--- src/rtl/spi_seq_pkg.sv ---
// Shared types and helpers for the SPI character sequencer.
// Assumes characters are between MIN_BITS and MAX_BITS long.
package spi_seq_pkg;
    localparam int MIN_BITS    = 8;
    localparam int MAX_BITS    = 16;
    localparam int LEN_CODE_W  = 4;
    localparam int CHAR_BITS_W = $clog2(MAX_BITS + 1);

    typedef enum logic [2:0] {
        ST_IDLE,   // chip select released
        ST_LEAD,   // waiting for the next leading edge
        ST_ACT,    // clock at active level, waiting for trailing edge
        ST_TAIL,   // idle half after the last bit of a character
        ST_GAP,    // programmable gap after the tail
        ST_HOLD    // chip select held, no character pending
    } seq_state_e;

    // Map a length code to a bit count; out-of-range codes fall back to the minimum.
    function automatic logic [CHAR_BITS_W-1:0] char_bits(input logic [LEN_CODE_W-1:0] code);
        if (int'(code) <= MAX_BITS - MIN_BITS)
            return CHAR_BITS_W'(MIN_BITS + int'(code));
        else
            return CHAR_BITS_W'(MIN_BITS);
    endfunction
endpackage

--- src/rtl/spi_seq_timing.sv ---
// Converts the divisor, setup and gap settings into interval lengths in system
// clocks. Purely combinational. Assumes CNT_W is wide enough for GAP_SCALE times
// the largest gap setting.
module spi_seq_timing #(
    parameter int DIV_W     = 8,
    parameter int DLY_W     = 8,
    parameter int GAP_SCALE = 32,
    parameter int CNT_W     = 14
) (
    input  logic [DIV_W-1:0] cfg_div,
    input  logic [DLY_W-1:0] cfg_setup,
    input  logic [DLY_W-1:0] cfg_gap,
    output logic [CNT_W-1:0] act_len,
    output logic [CNT_W-1:0] idle_len,
    output logic [CNT_W-1:0] setup_len,
    output logic [CNT_W-1:0] gap_len
);
    logic [CNT_W-1:0] div_x;
    logic [CNT_W-1:0] half_dn;

    // Split the divisor into a longer idle half and a shorter active half.
    always_comb begin
        div_x     = CNT_W'(cfg_div);
        half_dn   = div_x >> 1;
        idle_len  = (div_x + CNT_W'(1)) >> 1;
        act_len   = (half_dn == '0) ? CNT_W'(1) : half_dn;
        setup_len = (cfg_setup == '0) ? idle_len : CNT_W'(cfg_setup);
        gap_len   = CNT_W'(cfg_gap) * CNT_W'(GAP_SCALE);
    end
endmodule

--- src/rtl/spi_seq_timer.sv ---
// Single down-counter shared by every interval of the sequencer. A load starts
// an interval of load_val cycles; expire is high in its final cycle.
// Assumes load_val is never zero when load is asserted.
module spi_seq_timer #(
    parameter int CNT_W = 14
) (
    input  logic             clk,
    input  logic             rst_n,
    input  logic             load,
    input  logic [CNT_W-1:0] load_val,
    output logic             expire
);
    logic [CNT_W-1:0] cnt_q;

    // Count down from the loaded length and park at zero.
    always_ff @(posedge clk) begin
        if (!rst_n)
            cnt_q <= '0;
        else if (load)
            cnt_q <= load_val;
        else if (cnt_q != '0)
            cnt_q <= cnt_q - CNT_W'(1);
    end

    assign expire = (cnt_q == CNT_W'(1));

    // A zero-length interval would never expire and stall the sequence.
    p_load_nonzero_r3: assert property (@(posedge clk) disable iff (!rst_n)
        load |-> (load_val != '0));
endmodule

--- src/rtl/spi_seq_shifter.sv ---
// Transmit and receive shift registers for one character. The transmit word is
// left-aligned on load so its top bit leaves first. Edge events come from the
// sequencer and the registered mosi changes on the edge that cfg_cpha assigns.
// Assumes load, lead_ev and trail_ev never coincide.
module spi_seq_shifter
    import spi_seq_pkg::*;
#(
    parameter int W  = MAX_BITS,
    parameter int BW = CHAR_BITS_W
) (
    input  logic          clk,
    input  logic          rst_n,
    input  logic          load,
    input  logic [W-1:0]  load_data,
    input  logic [BW-1:0] nbits,
    input  logic          cpha,
    input  logic          lead_ev,
    input  logic          trail_ev,
    input  logic          last_bit,
    input  logic          miso,
    output logic          mosi,
    output logic [W-1:0]  rx_data
);
    logic [W-1:0]  tx_q;
    logic [W-1:0]  rx_q;
    logic [W-1:0]  rx_out_q;
    logic [W-1:0]  aligned;
    logic [BW-1:0] shamt;
    logic          mosi_q;

    // Left-align the outgoing character by its bit count.
    always_comb begin
        shamt   = BW'(W) - nbits;
        aligned = load_data << shamt;
    end

    // Launch and capture bits on the edges chosen by the phase setting.
    always_ff @(posedge clk) begin
        if (!rst_n) begin
            tx_q     <= '0;
            rx_q     <= '0;
            rx_out_q <= '0;
            mosi_q   <= 1'b0;
        end else if (load) begin
            rx_q <= '0;
            if (!cpha) begin
                mosi_q <= aligned[W-1];
                tx_q   <= aligned << 1;
            end else begin
                tx_q   <= aligned;
            end
        end else if (lead_ev) begin
            if (cpha) begin
                mosi_q <= tx_q[W-1];
                tx_q   <= tx_q << 1;
            end else begin
                rx_q   <= {rx_q[W-2:0], miso};
            end
        end else if (trail_ev) begin
            if (cpha) begin
                rx_q <= {rx_q[W-2:0], miso};
                if (last_bit)
                    rx_out_q <= {rx_q[W-2:0], miso};
            end else if (last_bit) begin
                rx_out_q <= rx_q;
            end else begin
                mosi_q <= tx_q[W-1];
                tx_q   <= tx_q << 1;
            end
        end
    end

    assign mosi    = mosi_q;
    assign rx_data = rx_out_q;

    // At most one of load and the two edge events is active in any cycle.
    p_one_event_r6: assert property (@(posedge clk) disable iff (!rst_n)
        $onehot0({load, lead_ev, trail_ev}));
endmodule

--- src/rtl/spi_xfer_seq.sv ---
// SPI master character sequencer. It asserts chip select, waits out the setup
// time, then runs N clock periods, each made of an active half and an idle half.
// After each character it waits the idle half plus the programmed gap. A start
// accepted during that wait keeps chip select active and chains the next
// character. Assumes configuration inputs are static while cs_n is low.
module spi_xfer_seq
    import spi_seq_pkg::*;
#(
    parameter int DIV_W     = 8,
    parameter int DLY_W     = 8,
    parameter int GAP_SCALE = 32
) (
    input  logic                  clk,
    input  logic                  rst_n,
    input  logic [DIV_W-1:0]      cfg_div,
    input  logic [DLY_W-1:0]      cfg_setup,
    input  logic [DLY_W-1:0]      cfg_gap,
    input  logic [LEN_CODE_W-1:0] cfg_len,
    input  logic                  cfg_cpol,
    input  logic                  cfg_cpha,
    input  logic                  start,
    input  logic                  start_last,
    input  logic [MAX_BITS-1:0]   tx_data,
    output logic                  ready,
    output logic                  done,
    output logic [MAX_BITS-1:0]   rx_data,
    output logic                  sck,
    output logic                  mosi,
    input  logic                  miso,
    output logic                  cs_n
);
    localparam int GAP_CNT_W = DLY_W + $clog2(GAP_SCALE) + 1;
    localparam int CNT_W     = (GAP_CNT_W > DIV_W + 1) ? GAP_CNT_W : DIV_W + 1;

    seq_state_e             state_q;
    logic [CHAR_BITS_W-1:0] bits_left_q;
    logic [CHAR_BITS_W-1:0] nbits;
    logic                   pend_q;
    logic                   last_q;
    logic                   cs_n_q;
    logic                   sck_q;
    logic                   done_q;

    logic [CNT_W-1:0] act_len;
    logic [CNT_W-1:0] idle_len;
    logic [CNT_W-1:0] setup_len;
    logic [CNT_W-1:0] gap_len;
    logic             t_load;
    logic [CNT_W-1:0] t_val;
    logic             t_expire;

    logic div_ok;
    logic gap_zero;
    logic in_window;
    logic window_end;
    logic accept;
    logic lead_ev;
    logic trail_ev;
    logic last_bit;

    spi_seq_timing #(
        .DIV_W     (DIV_W),
        .DLY_W     (DLY_W),
        .GAP_SCALE (GAP_SCALE),
        .CNT_W     (CNT_W)
    ) timing_i (
        .cfg_div   (cfg_div),
        .cfg_setup (cfg_setup),
        .cfg_gap   (cfg_gap),
        .act_len   (act_len),
        .idle_len  (idle_len),
        .setup_len (setup_len),
        .gap_len   (gap_len)
    );

    spi_seq_timer #(
        .CNT_W (CNT_W)
    ) timer_i (
        .clk      (clk),
        .rst_n    (rst_n),
        .load     (t_load),
        .load_val (t_val),
        .expire   (t_expire)
    );

    // Decode events and the acceptance window from state and timer.
    always_comb begin
        nbits      = char_bits(cfg_len);
        div_ok     = (cfg_div != '0);
        gap_zero   = (cfg_gap == '0);
        in_window  = (state_q == ST_TAIL) || (state_q == ST_GAP);
        window_end = t_expire && (((state_q == ST_TAIL) && gap_zero) || (state_q == ST_GAP));
        ready      = div_ok && ((state_q == ST_IDLE) || (state_q == ST_HOLD) ||
                                (in_window && !pend_q && !last_q && !window_end));
        accept     = start && ready;
        lead_ev    = ((state_q == ST_LEAD) && t_expire) || (window_end && pend_q);
        trail_ev   = (state_q == ST_ACT) && t_expire;
        last_bit   = (bits_left_q == CHAR_BITS_W'(1));
    end

    // Pick which interval the shared timer starts next.
    always_comb begin
        t_load = 1'b0;
        t_val  = idle_len;
        if (accept && (state_q == ST_IDLE)) begin
            t_load = 1'b1;
            t_val  = setup_len;
        end else if (accept && (state_q == ST_HOLD)) begin
            t_load = 1'b1;
            t_val  = idle_len;
        end else if (lead_ev) begin
            t_load = 1'b1;
            t_val  = act_len;
        end else if (trail_ev) begin
            t_load = 1'b1;
            t_val  = idle_len;
        end else if ((state_q == ST_TAIL) && t_expire && !gap_zero) begin
            t_load = 1'b1;
            t_val  = gap_len;
        end
    end

    // Sequence state, chip select, serial clock level and completion pulse.
    always_ff @(posedge clk) begin
        if (!rst_n) begin
            state_q     <= ST_IDLE;
            bits_left_q <= '0;
            pend_q      <= 1'b0;
            last_q      <= 1'b0;
            cs_n_q      <= 1'b1;
            sck_q       <= cfg_cpol;
            done_q      <= 1'b0;
        end else begin
            done_q <= trail_ev && last_bit;
            if (accept) begin
                bits_left_q <= nbits;
                last_q      <= start_last;
            end
            if (lead_ev)
                sck_q <= ~cfg_cpol;
            else if (trail_ev || (state_q == ST_IDLE))
                sck_q <= cfg_cpol;
            unique case (state_q)
                ST_IDLE: if (accept) begin
                    cs_n_q  <= 1'b0;
                    state_q <= ST_LEAD;
                end
                ST_LEAD: if (t_expire)
                    state_q <= ST_ACT;
                ST_ACT: if (t_expire) begin
                    if (last_bit) begin
                        state_q <= ST_TAIL;
                    end else begin
                        bits_left_q <= bits_left_q - CHAR_BITS_W'(1);
                        state_q     <= ST_LEAD;
                    end
                end
                ST_TAIL, ST_GAP: begin
                    if (accept)
                        pend_q <= 1'b1;
                    if (window_end) begin
                        if (pend_q) begin
                            pend_q  <= 1'b0;
                            state_q <= ST_ACT;
                        end else if (last_q) begin
                            cs_n_q  <= 1'b1;
                            state_q <= ST_IDLE;
                        end else begin
                            state_q <= ST_HOLD;
                        end
                    end else if ((state_q == ST_TAIL) && t_expire) begin
                        state_q <= ST_GAP;
                    end
                end
                ST_HOLD: if (accept)
                    state_q <= ST_LEAD;
                default: state_q <= ST_IDLE;
            endcase
        end
    end

    spi_seq_shifter #(
        .W  (MAX_BITS),
        .BW (CHAR_BITS_W)
    ) shifter_i (
        .clk       (clk),
        .rst_n     (rst_n),
        .load      (accept),
        .load_data (tx_data),
        .nbits     (nbits),
        .cpha      (cfg_cpha),
        .lead_ev   (lead_ev),
        .trail_ev  (trail_ev),
        .last_bit  (last_bit),
        .miso      (miso),
        .mosi      (mosi),
        .rx_data   (rx_data)
    );

    assign cs_n = cs_n_q;
    assign sck  = sck_q;
    assign done = done_q;

    // A zero divisor never lets the chip select go active.
    p_refuse_div0_r2: assert property (@(posedge clk) disable iff (!rst_n)
        (cs_n && (cfg_div == '0)) |=> cs_n);

    // The released bus keeps the clock at its idle level.
    p_idle_level_r11: assert property (@(posedge clk) disable iff (!rst_n)
        (cs_n && $past(cs_n) && $stable(cfg_cpol)) |-> (sck == cfg_cpol));

    // Completion is a single-cycle pulse.
    p_done_pulse_r7: assert property (@(posedge clk) disable iff (!rst_n)
        done |=> !done);

    // Chip select is still active when a character completes.
    p_cs_held_at_done_r9: assert property (@(posedge clk) disable iff (!rst_n)
        done |-> !cs_n);

    // No start is taken in the cycle the post-character wait closes.
    p_no_accept_at_close_r10: assert property (@(posedge clk) disable iff (!rst_n)
        window_end |-> !ready);
endmodule

--- config.mk ---
export PLATFORM = sky130hd
export DESIGN_NAME = spi_xfer_seq
export DESIGN_NICKNAME = d
export VERILOG_FILES = /design/src/rtl/spi_seq_pkg.sv /design/src/rtl/spi_seq_timing.sv /design/src/rtl/spi_seq_timer.sv /design/src/rtl/spi_seq_shifter.sv /design/src/rtl/spi_xfer_seq.sv
export SDC_FILE = /design/constraint.sdc
export NUM_CORES = 1
export LEC_CHECK = 0
export BUFFER_PORTS_ARGS = -buffer_cell sky130_fd_sc_hd__buf_4
export CAP_MARGIN = 25
export CORE_ASPECT_RATIO = 0.6
export CORE_MARGIN = 5
export CORE_UTILIZATION = 64
export DETAILED_ROUTE_END_ITERATION = 8
export PLACE_DENSITY = 0.84
export SLEW_MARGIN = 20
export SYNTH_ARGS = -nofsm -noshare
export SYNTH_HDL_FRONTEND = slang
export SYNTH_HIERARCHICAL = 1
export SYNTH_SLANG_ARGS = --single-unit
export TNS_END_PERCENT = 50
--- constraint.sdc ---
create_clock -name clk -period 9.2 [get_ports clk]
set_clock_uncertainty 0.15 [all_clocks]
set_input_delay 1.38 -clock clk [delete_from_list [all_inputs] [get_ports clk]]
set_output_delay 1.38 -clock clk [all_outputs]
set_load 0.03 [all_outputs]
==> impl_metrics.json <==
{
  "cts.sinks": 76,
  "hp-start": "shifter_i/rx_q[15]$_SDFFE_PP0P_",
  "synth_cells": 719,
  "outcome": "completed",
  "layout-drive-gt1-share": 0.1844,
  "cts_tree": "yes",
  "clockRootBuffer": "clkbuf_16",
  "antenna_found_initial": 0,
  "path_cells": "nor4_1 > nand4b_1 > nor3_2 > buf_4 > inv_1 > a21o_1 > a31oi_1 > nor2_1 > buf_4",
  "relSlewSlack": 0.3651,
  "grt_overflow": 0,
  "insertedDiodeCount": 0,
  "cp-start-kind": "register",
  "ctsHoldBuffers": 0,
  "dp_hpwl_mm": 11.92,
  "worst_path_largest_cell_delay_ps": 650,
  "h-tree-depth": 3,
  "yosys_register_bits": 76,
  "tns_ps": 0,
  "grt.total_usage": 0.2794,
  "insertion_delay_ps": 340,
  "max_slew.worst_pin.slew_ps": 946.0,
  "drt-vias-per-instance": 6.583,
  "place.gp.congestion": 1.005,
  "synth_cell_types": 86,
  "nets": 807,
  "path_class": "reg2out",
  "vdd_drop_max_mv": 0.1108,
  "yosys_most_used_dff": "dfxtp_1",
  "postSynthAreaPerCell_um2": 7.939,
  "setup_viol": 0,
  "die_h_um": 83.15,
  "drc": 0,
  "rrSetupSlack_ps": 4730,
  "mostFrequentLayoutCell": "nand2_1",
  "critPathMaxFanout": 27,
  "ant_nets": 0,
  "cts_resized": 0,
  "critPathLaunch": "timer_i/cnt_q[5]$_SDFFE_PN0P_",
  "hold_depth": 2,
  "post_drt_wl_per_cell_um": 18.52,
  "powerDensity_nw_per_um2": 187.7,
  "busiest_layer": "met1",
  "slew_violations": 0,
  "first_pass_iters": 7,
  "cp_slowest_cell": "nor4_1",
  "mostFrequentLayoutCells": "nand2_1, buf_4, dfxtp_1",
  "clk_pin_slew_ps": 60,
  "grt_pass1_vias": 4953,
  "ys_seq_area_frac": 0.2683,
  "critPathBufInv": 3,
  "synth_edf_count": 1,
  "async_reset_ff_frac": 0,
  "drt_wl_total_mm": 16.04,
  "initial_utilization": 0.6646,
  "r2r_start": "timer_i/cnt_q[5]$_SDFFE_PN0P_",
  "synth_area_um2": 5708,
  "dieArea_um2": 10970,
  "whs_ps": 325.4,
  "coreArea_um2": 8588,
  "worstPathArrival_ps": 3070,
  "rsz0062_at_grt": "no",
  "die_w_um": 131.9,
  "vias": 5701,
  "portBuffers": 71,
  "met2_usage": 0.3807,
  "cp.required_ps": 7670,
  "max_freq_mhz": 217.4,
  "crit_family": "simple AND/OR/NAND/NOR gates",
  "grt_pass1_wl_mm": 25.67,
  "syn_to_final_growth_pct": 10.89,
  "ios": 72,
  "cts.path.max_buffers": 2,
  "grt_max_degree": 43,
  "use_met3": 0.09662,
  "met1_usage": 0.4256,
  "yosysWarningCount": 6,
  "cts_inserted_buffers": 9,
  "critPathCaptureType": "output pin",
  "period_minus_slack_ps": 4601,
  "power_mw": 1.188,
  "rows": 26,
  "hold_viol": 0,
  "crit_path_frequent_cell": "buf_4",
  "min_path_type": "reg2reg",
  "holdPathEnd": "shifter_i/rx_q[15]$_SDFFE_PP0P_",
  "post_cts_buffers": 0,
  "maxCapViolCount": 0,
  "drtIter0Drc": 764,
  "rr_endpoint": "shifter_i/mosi$_SDFFE_PN0P_",
  "fin_crit_sh": 0.5001,
  "p_leak_nw": 2.440,
  "reg2reg_depth": 16
}
==> through the flow <==
step	setup slack, ps	std cells	util	cell area (um2)
4_1_cts	4203	864	0.7347	6310
2_1_floorplan	5235	743	-	5798
3_5_place_dp	4423	848	0.7019	6028
6_report	4599	866	0.7370	6330
3_3_place_gp	4549	848	0.7019	6028
5_1_grt	4427	866	0.7370	6330
==> worst register-to-register path: cells and delay by family (launching register included) <==
family          cells  cell delay (ps)
simple gates        6             1450
flops               1              360
buf+inv             5             1300
compound gates      5             1090
==> cells by family after synthesis <==
logic type,Yosys count,share of synthesized area
buffers and inverters,106,0.1035
adders and majority gates,7,0.01534
and+or+nand+nor,237,0.2175
xor gates and xnor gates,17,0.02608
muxes,55,0.1094
DFF,76,0.2683
AOI/OAI and AO/OA,220,0.2593
other,1,0.0006570
==> sequential cells by signal, summed over array words and instances, names as in the netlist <==
| signal | flops |
|---|---|
| bits_left_q | 5 |
| sck | 1 |
| cs_n | 1 |
| last_q | 1 |
| shifter_i/tx_q | 16 |
| shifter_i/rx_data | 16 |
| done | 1 |
| timer_i/cnt_q | 14 |
| shifter_i/mosi | 1 |
| pend_q | 1 |
| state_q | 3 |
| shifter_i/rx_q | 16 |
==> metal layers <==
metal | share of wire | vias up
met5 | 0 | -
met4 | 0.0078 | 0
met3 | 0.12 | 22
met2 | 0.41 | 337
met1 | 0.46 | 2673
li1 | - | 2669
==> layout make-up <==
class                   instances  area, um2
flip-flops and latches         76       1531
clock inverters                 7      56.30
fillers                       659       2258
inverters                      21      78.83
clock buffers                   9      225.2
well taps                     112      140.1
repair buffers                 80      598.1
multi-input cells             561       3700
==> worst max path at each step <==
stage / cells past startpoint / slack [ps] / endpoint
after floorplan: 12 / 5230 / shifter_i/rx_q[10]$_SDFFE_PP0P_
after CTS: 9 / 4200 / ready
after global routing: 9 / 4430 / ready
after detailed placement: 11 / 4420 / shifter_i/tx_q[15]$_SDFFE_PN0P_
after global placement: 11 / 4550 / shifter_i/tx_q[15]$_SDFFE_PN0P_
final: 9 / 4600 / ready
==> cells in the mapped netlist, drive strengths merged (13+ instances only) <==
library cell  number  share of area
a21oi             48          0.042
a31oi             13          0.014
dfxtp             75           0.26
nand3             18          0.016
mux2i             41          0.072
buf               55          0.069
nand2             87          0.058
clkbuf            29          0.019
a211oi            21          0.029
inv               20          0.013
nor2              49          0.033
o221ai            15          0.023
o21ai             57          0.051
==> power by group <==
part / internal (mW) / leakage (nW) / switching, mW
sequential: 0.372 / 0.622 / 0.0427
combinational: 0.176 / 1.68 / 0.260
clock: 0.187 / 0.139 / 0.150
total: 0.735 / 2.44 / 0.453
No activity file was read; power rests on OpenSTA's default activity.
